## config.mk

```make
export PLATFORM = sky130hd
export DESIGN_NAME = pcm_pos_shifter
export DESIGN_NICKNAME = d
export VERILOG_FILES = /design/src/rtl/pcm_shift_pkg.sv /design/src/rtl/pcm_tx_lane.sv /design/src/rtl/pcm_rx_lane.sv /design/src/rtl/pcm_pos_shifter.sv
export SDC_FILE = /design/constraint.sdc
export NUM_CORES = 1
export LEC_CHECK = 0
export ABC_AREA = 1
export BUFFER_PORTS_ARGS = -buffer_cell sky130_fd_sc_hd__buf_4
export CORE_UTILIZATION = 65
export DETAILED_ROUTE_END_ITERATION = 12
export PLACE_DENSITY = 0.87
export SLEW_MARGIN = 20
export SYNTH_ARGS = -nofsm -noshare
export SYNTH_HDL_FRONTEND = slang
export SYNTH_SLANG_ARGS = --single-unit
```

## constraint.sdc

```tcl
create_clock -name clk -period 8.23 [get_ports clk]
set_clock_uncertainty 0.2 [all_clocks]
set_input_delay 1.2345 -clock clk [delete_from_list [all_inputs] [get_ports clk]]
set_output_delay 1.2345 -clock clk [all_outputs]
set_load 0.03 [all_outputs]
```

## src/rtl/pcm_shift_pkg.sv

```systemverilog
package pcm_shift_pkg;
  localparam int WORD_W  = 32;   // FIFO word width
  localparam int HALF_W  = 16;   // one channel field / one packed sample
  localparam int POS_W   = 10;   // frame bit index width (frames up to 1024)
  localparam int CODE_W  = 4;    // width code
  localparam int WID_W   = 6;    // decoded width 8..32
  localparam int MIN_W   = 8;
  localparam int EXT_ADD = 16;
  localparam int NCH     = 2;
  localparam logic [WID_W:0] WORD_W_V = (WID_W+1)'(WORD_W);

  typedef struct packed {
    logic              ext;
    logic              en;
    logic [POS_W-1:0]  pos;
    logic [CODE_W-1:0] code;
  } chan_field_t;

  typedef struct packed {
    logic             en;
    logic [POS_W-1:0] pos;
    logic [WID_W-1:0] width;
  } chan_cfg_t;

  function automatic chan_cfg_t decode_chan(input logic [HALF_W-1:0] half);
    chan_field_t f;
    logic [WID_W:0] w;
    chan_cfg_t r;
    f = chan_field_t'(half);
    w = (WID_W+1)'(MIN_W) + (WID_W+1)'(f.code)
      + (f.ext ? (WID_W+1)'(EXT_ADD) : (WID_W+1)'(0));
    if (w > WORD_W_V) w = WORD_W_V;
    r.en    = f.en;
    r.pos   = f.pos;
    r.width = w[WID_W-1:0];
    return r;
  endfunction
endpackage

```

## src/rtl/pcm_tx_lane.sv

```systemverilog
module pcm_tx_lane
  import pcm_shift_pkg::*;
(
  input  logic              clk,
  input  logic              rst,
  input  logic              tick,
  input  logic [POS_W-1:0]  bit_idx,
  input  chan_cfg_t         cfg,
  input  logic [WORD_W-1:0] sample,
  output logic              start,
  output logic              bit_vld,
  output logic              bit_val
);
  logic [WORD_W-1:0] sr;
  logic [WORD_W-1:0] aligned;
  logic [WID_W-1:0]  rem;

  assign start   = cfg.en && tick && (bit_idx == cfg.pos);
  // move the sample's MSB (bit width-1) to the top; bits above width fall off
  assign aligned = sample << (WORD_W_V - {1'b0, cfg.width});
  assign bit_vld = start || (tick && (rem != '0));
  assign bit_val = start ? aligned[WORD_W-1] : sr[WORD_W-1];

  always_ff @(posedge clk) begin
    if (rst) begin
      sr  <= '0;
      rem <= '0;
    end else if (start) begin
      sr  <= aligned << 1;
      rem <= cfg.width - WID_W'(1);
    end else if (tick && (rem != '0)) begin
      sr  <= sr << 1;
      rem <= rem - WID_W'(1);
    end
  end
endmodule

```

## src/rtl/pcm_rx_lane.sv

```systemverilog
module pcm_rx_lane
  import pcm_shift_pkg::*;
(
  input  logic              clk,
  input  logic              rst,
  input  logic              tick,
  input  logic [POS_W-1:0]  bit_idx,
  input  chan_cfg_t         cfg,
  input  logic              sdi,
  output logic              done,
  output logic [WORD_W-1:0] word
);
  logic [WORD_W-1:0] acc;
  logic [WID_W-1:0]  rem;
  logic              start;

  assign start = cfg.en && tick && (bit_idx == cfg.pos);
  assign done  = tick && (rem == WID_W'(1));
  assign word  = {acc[WORD_W-2:0], sdi};

  always_ff @(posedge clk) begin
    if (rst) begin
      acc <= '0;
      rem <= '0;
    end else if (start) begin
      acc <= WORD_W'(sdi);
      rem <= cfg.width - WID_W'(1);
    end else if (tick && (rem != '0)) begin
      acc <= {acc[WORD_W-2:0], sdi};
      rem <= rem - WID_W'(1);
    end
  end
endmodule

```

## src/rtl/pcm_pos_shifter.sv

```systemverilog
module pcm_pos_shifter
  import pcm_shift_pkg::*;
(
  input  logic              clk,
  input  logic              rst,
  input  logic              drive_tick,
  input  logic              sample_tick,
  input  logic              frame_start,
  input  logic [POS_W-1:0]  bit_idx,
  input  logic [WORD_W-1:0] tx_cfg,
  input  logic [WORD_W-1:0] rx_cfg,
  input  logic              tx_packed,
  input  logic              rx_packed,
  input  logic [WORD_W-1:0] tx_fifo_data,
  input  logic              tx_fifo_empty,
  output logic              tx_fifo_pop,
  output logic              sdo,
  input  logic              sdi,
  input  logic              rx_fifo_full,
  output logic              rx_fifo_push,
  output logic [WORD_W-1:0] rx_fifo_data,
  output logic              tx_err,
  output logic              rx_err
);
  chan_cfg_t         tcfg [NCH];
  chan_cfg_t         rcfg [NCH];
  logic [NCH-1:0]    t_start, t_vld, t_val, r_done;
  logic [WORD_W-1:0] t_sample [NCH];
  logic [WORD_W-1:0] r_word [NCH];
  logic [WORD_W-1:0] fifo_word, pk_word, pk_src, up_word;
  logic [HALF_W-1:0] pk_half [NCH];
  logic              pk_pop, need, pk_have, up_done, flush;

  assign fifo_word   = tx_fifo_empty ? '0 : tx_fifo_data;
  assign pk_pop      = tx_packed && frame_start && drive_tick && (tcfg[0].en || tcfg[1].en);
  assign need        = pk_pop || (!tx_packed && (|t_start));
  assign tx_fifo_pop = need && !tx_fifo_empty;
  assign pk_src      = pk_pop ? fifo_word : pk_word;

  // channel 1 in the upper half of the config word, channel 2 in the lower
  for (genvar c = 0; c < NCH; c++) begin : g_ch
    assign tcfg[c]     = decode_chan(tx_cfg[WORD_W-1-c*HALF_W -: HALF_W]);
    assign rcfg[c]     = decode_chan(rx_cfg[WORD_W-1-c*HALF_W -: HALF_W]);
    assign t_sample[c] = tx_packed ? WORD_W'(pk_src[c*HALF_W +: HALF_W]) : fifo_word;

    pcm_tx_lane u_tx (
      .clk(clk), .rst(rst), .tick(drive_tick), .bit_idx(bit_idx), .cfg(tcfg[c]),
      .sample(t_sample[c]), .start(t_start[c]), .bit_vld(t_vld[c]), .bit_val(t_val[c])
    );
    pcm_rx_lane u_rx (
      .clk(clk), .rst(rst), .tick(sample_tick), .bit_idx(bit_idx), .cfg(rcfg[c]),
      .sdi(sdi), .done(r_done[c]), .word(r_word[c])
    );
  end

  always_ff @(posedge clk) begin
    if (rst) begin
      sdo     <= 1'b0;
      tx_err  <= 1'b0;
      pk_word <= '0;
    end else begin
      tx_err <= need && tx_fifo_empty;
      if (pk_pop) pk_word <= pk_src;
      if (drive_tick) sdo <= t_vld[0] ? t_val[0] : (t_vld[1] && t_val[1]);
    end
  end

  assign up_done = !rx_packed && (|r_done);
  assign up_word = r_done[0] ? r_word[0] : r_word[1];
  assign flush   = rx_packed && frame_start && pk_have;

  always_ff @(posedge clk) begin
    if (rst) begin
      rx_fifo_push <= 1'b0;
      rx_fifo_data <= '0;
      rx_err       <= 1'b0;
      pk_have      <= 1'b0;
      for (int c = 0; c < NCH; c++) pk_half[c] <= '0;
    end else begin
      rx_fifo_push <= (up_done || flush) && !rx_fifo_full;
      rx_err       <= (up_done || flush) && rx_fifo_full;
      if (up_done)    rx_fifo_data <= up_word;
      else if (flush) rx_fifo_data <= {pk_half[1], pk_half[0]};
      if (flush) begin
        pk_have <= 1'b0;
        for (int c = 0; c < NCH; c++) pk_half[c] <= '0;
      end else if (rx_packed) begin
        for (int c = 0; c < NCH; c++) begin
          if (r_done[c]) begin
            pk_half[c] <= r_word[c][HALF_W-1:0];
            pk_have    <= 1'b1;
          end
        end
      end
    end
  end

  AST_SDO_ONLY_ON_DRIVE: assert property (@(posedge clk) disable iff (rst)
    !$past(drive_tick) |-> $stable(sdo));
  AST_POP_ON_DRIVE: assert property (@(posedge clk) disable iff (rst)
    tx_fifo_pop |-> drive_tick);
  AST_NO_POP_EMPTY: assert property (@(posedge clk) disable iff (rst)
    tx_fifo_pop |-> !tx_fifo_empty);
  AST_UNPACKED_PUSH_AFTER_SAMPLE: assert property (@(posedge clk) disable iff (rst)
    (rx_fifo_push && !$past(rx_packed)) |-> $past(sample_tick));
  AST_PACKED_PUSH_AFTER_FRAME: assert property (@(posedge clk) disable iff (rst)
    (rx_fifo_push && $past(rx_packed)) |-> $past(frame_start));
  AST_NO_PUSH_WHEN_FULL: assert property (@(posedge clk) disable iff (rst)
    rx_fifo_push |-> !$past(rx_fifo_full));
  AST_PUSH_ERR_EXCL: assert property (@(posedge clk) disable iff (rst)
    !(rx_fifo_push && rx_err));
  AST_TICKS_EXCL: assert property (@(posedge clk) disable iff (rst)
    !(drive_tick && sample_tick));
  AST_FRAME_WITH_DRIVE: assert property (@(posedge clk) disable iff (rst)
    frame_start |-> drive_tick);
endmodule

```

==> results.sh <==
export IMPL_status="finished, final reports clean"
export IMPL_grt_max_degree=91
export IMPL_ys_ff_latch=249
export IMPL_cpMaxStageDelayCell="ha_1"
export IMPL_ys_warn_count=0
export IMPL_synthTopCellsByArea="dfxtp_1 (28%), nand3_1 (14%), nand2_1 (12%)"
export IMPL_cts_tree="yes"
export IMPL_fin_area_um2=17300
export IMPL_required_ns=8.50
export IMPL_cts_resized=0
export IMPL_fin_ws_ns=3.43
export IMPL_post_route_min_period_ns=4.80
export IMPL_worstPathCellList="buf_4 -> ha_1 -> nand3_1 -> nand2_4 -> nand2_4 -> ha_1 -> inv_1 -> o21ai_0 -> nor2_1 -> o211ai_1 -> nand3_1 -> nand2_1 -> inv_1"
export IMPL_grt_overflow=0
export IMPL_synth_cell_types=57
export IMPL_crit_fanout=44
export IMPL_maxSlewViolCount=0
export IMPL_rsz0062_at_grt="no"
export IMPL_worstSetupStartpointType="primary input"
export IMPL_cts_root_buffer="clkbuf_16"
export IMPL_firstDrtPassIters=6
export IMPL_hold_viol_final=0
export IMPL_drtIter0Drc=2152
export IMPL_holdCritPathClass="flop to flop"
export IMPL_synthesis_nets=2451
export IMPL_yosys_area_top_type="dfxtp_1"
export IMPL_initial_core_util_pct=66.2
export IMPL_vias_per_cell=6.22
export IMPL_synthTopCellsByCount="nand2_1 (495), nand3_1 (438), dfxtp_1 (217)"
export IMPL_dpl_hpwl_um=34100
export IMPL_async_reset_ff_share_pct=0
export IMPL_clkLatencyLatePin_ns=0.56
export IMPL_p_per_area_nw_per_um2=234
export IMPL_cts_setup_buffers=0
export IMPL_maxCapViolCount=0
export IMPL_cts_made_buffers=26
export IMPL_endpoint_kind="flop"
export IMPL_synthToLayoutAreaGrowth_pct=11.5
export IMPL_synth_area_um2=15500
export IMPL_ys_flop_type="dfxtp_1"
export IMPL_setup_viol=0
export IMPL_dpl_cell_area_um2=16400
export IMPL_min_from="pk_have"
export IMPL_drive_above_1_share_pct=12.1
export IMPL_antenna_cells=0
export IMPL_r2r_start="g_ch[0].u_rx.rem[1]"
export IMPL_synth_top_area_share_pct=28.0
export IMPL_timing_setup_tns_ns=0
export IMPL_leakage_uw=0.00728
export IMPL_drtAntennaViolNets=0
export IMPL_cts_clk_slew_worst_paths_ns=0.06
export IMPL_hold_buffers=0
export IMPL_core_area_um2=23500
export IMPL_cp_arrival_ns=5.07
export IMPL_row_count=56
export IMPL_slowest_delay_ns=1.07
export IMPL_antenna_found_initial=0
export IMPL_startpoint="tx_cfg[19]"
export IMPL_die_area_um2=24500
export IMPL_htreeDepth=1
export IMPL_fp_dieH_um=157
export IMPL_nets=2491
export IMPL_slew_limit_headroom_pct=25.5
export IMPL_grt_pass1_wl_um=77700
export IMPL_worst_slew_pin_slew_ns=1.11
export IMPL_fin_util_pct=73.7
export IMPL_avgSynthCellArea_um2=6.70
export IMPL_clock_sinks=249
export IMPL_period_share_pct=58.4
export IMPL_wl_um=49100
export IMPL_peakVddDrop_mv=0.211
export IMPL_max_freq_mhz=208
export IMPL_yosysMostFrequentCell="nand2_1"
export IMPL_grt_pass1_vias=15281
export IMPL_io_buffers=152
export IMPL_gp_congestion=1.07
export IMPL_remaining_drc_errors=0
export IMPL_pin_count=153
export IMPL_synth_edf_count=32
export IMPL_dp_slack_ns=2.69
export IMPL_clockBufferDepth=3
export IMPL_via_count=16761
export IMPL_seq_area_frac_synth_pct=34.2
export IMPL_critical_path_class="primary input to flop"
export IMPL_wire_per_inst_um=18.2
export IMPL_synthCells=2317
export IMPL_fp_dieW_um=157
export IMPL_grt_total_usage_pct=39.6
## registers in the layout, indices dropped and copies added (netlist names)
| signal | cells |
|---|---|
| pk_have | 1 |
| rx_fifo_data | 32 |
| pk_half | 32 |
| tx_err | 1 |
| rx_fifo_push | 1 |
| sdo | 1 |
| g_ch.u_rx.rem | 12 |
| pk_word | 32 |
| g_ch.u_tx.sr | 62 |
| rx_err | 1 |
| g_ch.u_rx.acc | 62 |
| g_ch.u_tx.rem | 12 |
## critical path: cells and delay by family
kind            cells  cell delay (ns)
fa+ha+maj           2             1.27
compound gates      2             0.86
buf+inv             3             0.86
simple gates        6             0.80
## power breakdown
part / switching [uW] / internal, uW
Clock: 524 / 654
Sequential: 97.7 / 1410
Combinational: 920 / 444
## worst paths after layout
check                                            to  slack (ns)  cells after the start
worst max-delay path            g_ch[0].u_tx.sr[27]        3.43                     13
worst max register to register     rx_fifo_data[15]        4.45                     10
worst min-delay path                        pk_have        0.26                      2
worst min register to register              pk_have        0.26                      2
## cell families after synthesis
kind of cell    Yosys count  share of synthesized area (%)
compound gates          464                           16.6
xor+xnor                 33                           1.96
fa+ha+maj                18                           1.45
buf+inv                 324                           8.82
flops                   249                           34.2
mux                      26                           1.81
simple gates           1203                           35.2
## metal layers
| layer | global-route usage (%) | wire (um) | up-vias |
|---|---|---|---|
| met1 | 50.6 | 19700 | 7706 |
| met2 | 64.3 | 22500 | 901 |
| met4 | 18.3 | 2190 | 0 |
| met3 | 7.64 | 4820 | 151 |
| met5 | 0 | 0 | - |
| li1 | - | - | 8003 |
## per-stage QoR
step / power [uW] / hold WS, ns / instances
finish: 4050 / 0.255 / 2696
global route: 4260 / 0.280 / 2696
CTS: 4000 / 0.254 / 2696
detailed placement: 2840 / 0.243 / 2648
global placement: 2810 / 0.238 / 2648
floorplan: 2510 / 0.227 / 2317
## area by class of cell
cell class	instances	area (um2)
Clock inverter	15	135
Timing Repair Buffer	166	1250
Inverter	170	642
Clock buffer	33	717
Tap cell	319	399
Multi-Input combinational cell	1744	8870
Sequential cell	249	5310
Fill cell	1908	6160
## cell usage in the layout (no fill, tap or decap), drive strengths merged, types with 15 or more instances in the layout
cell / netlist / routed
clkbuf: 76 / 33
ha: 18 / 18
a22oi: 22 / 22
a31oi: 15 / 15
xor2: 20 / 20
a21oi: 171 / 171
dfxtp: 217 / 217
inv: 166 / 168
nand2: 506 / 506
o211ai: 34 / 34
nor2: 145 / 145
o21ai: 197 / 197
nand3: 441 / 441
mux2: 16 / 16
nand4: 66 / 66
or2: 19 / 19
edfxtp: 32 / 32
clkinv: 4 / 15
buf: 78 / 166
Note: power is estimated with default switching activity, not from simulation.
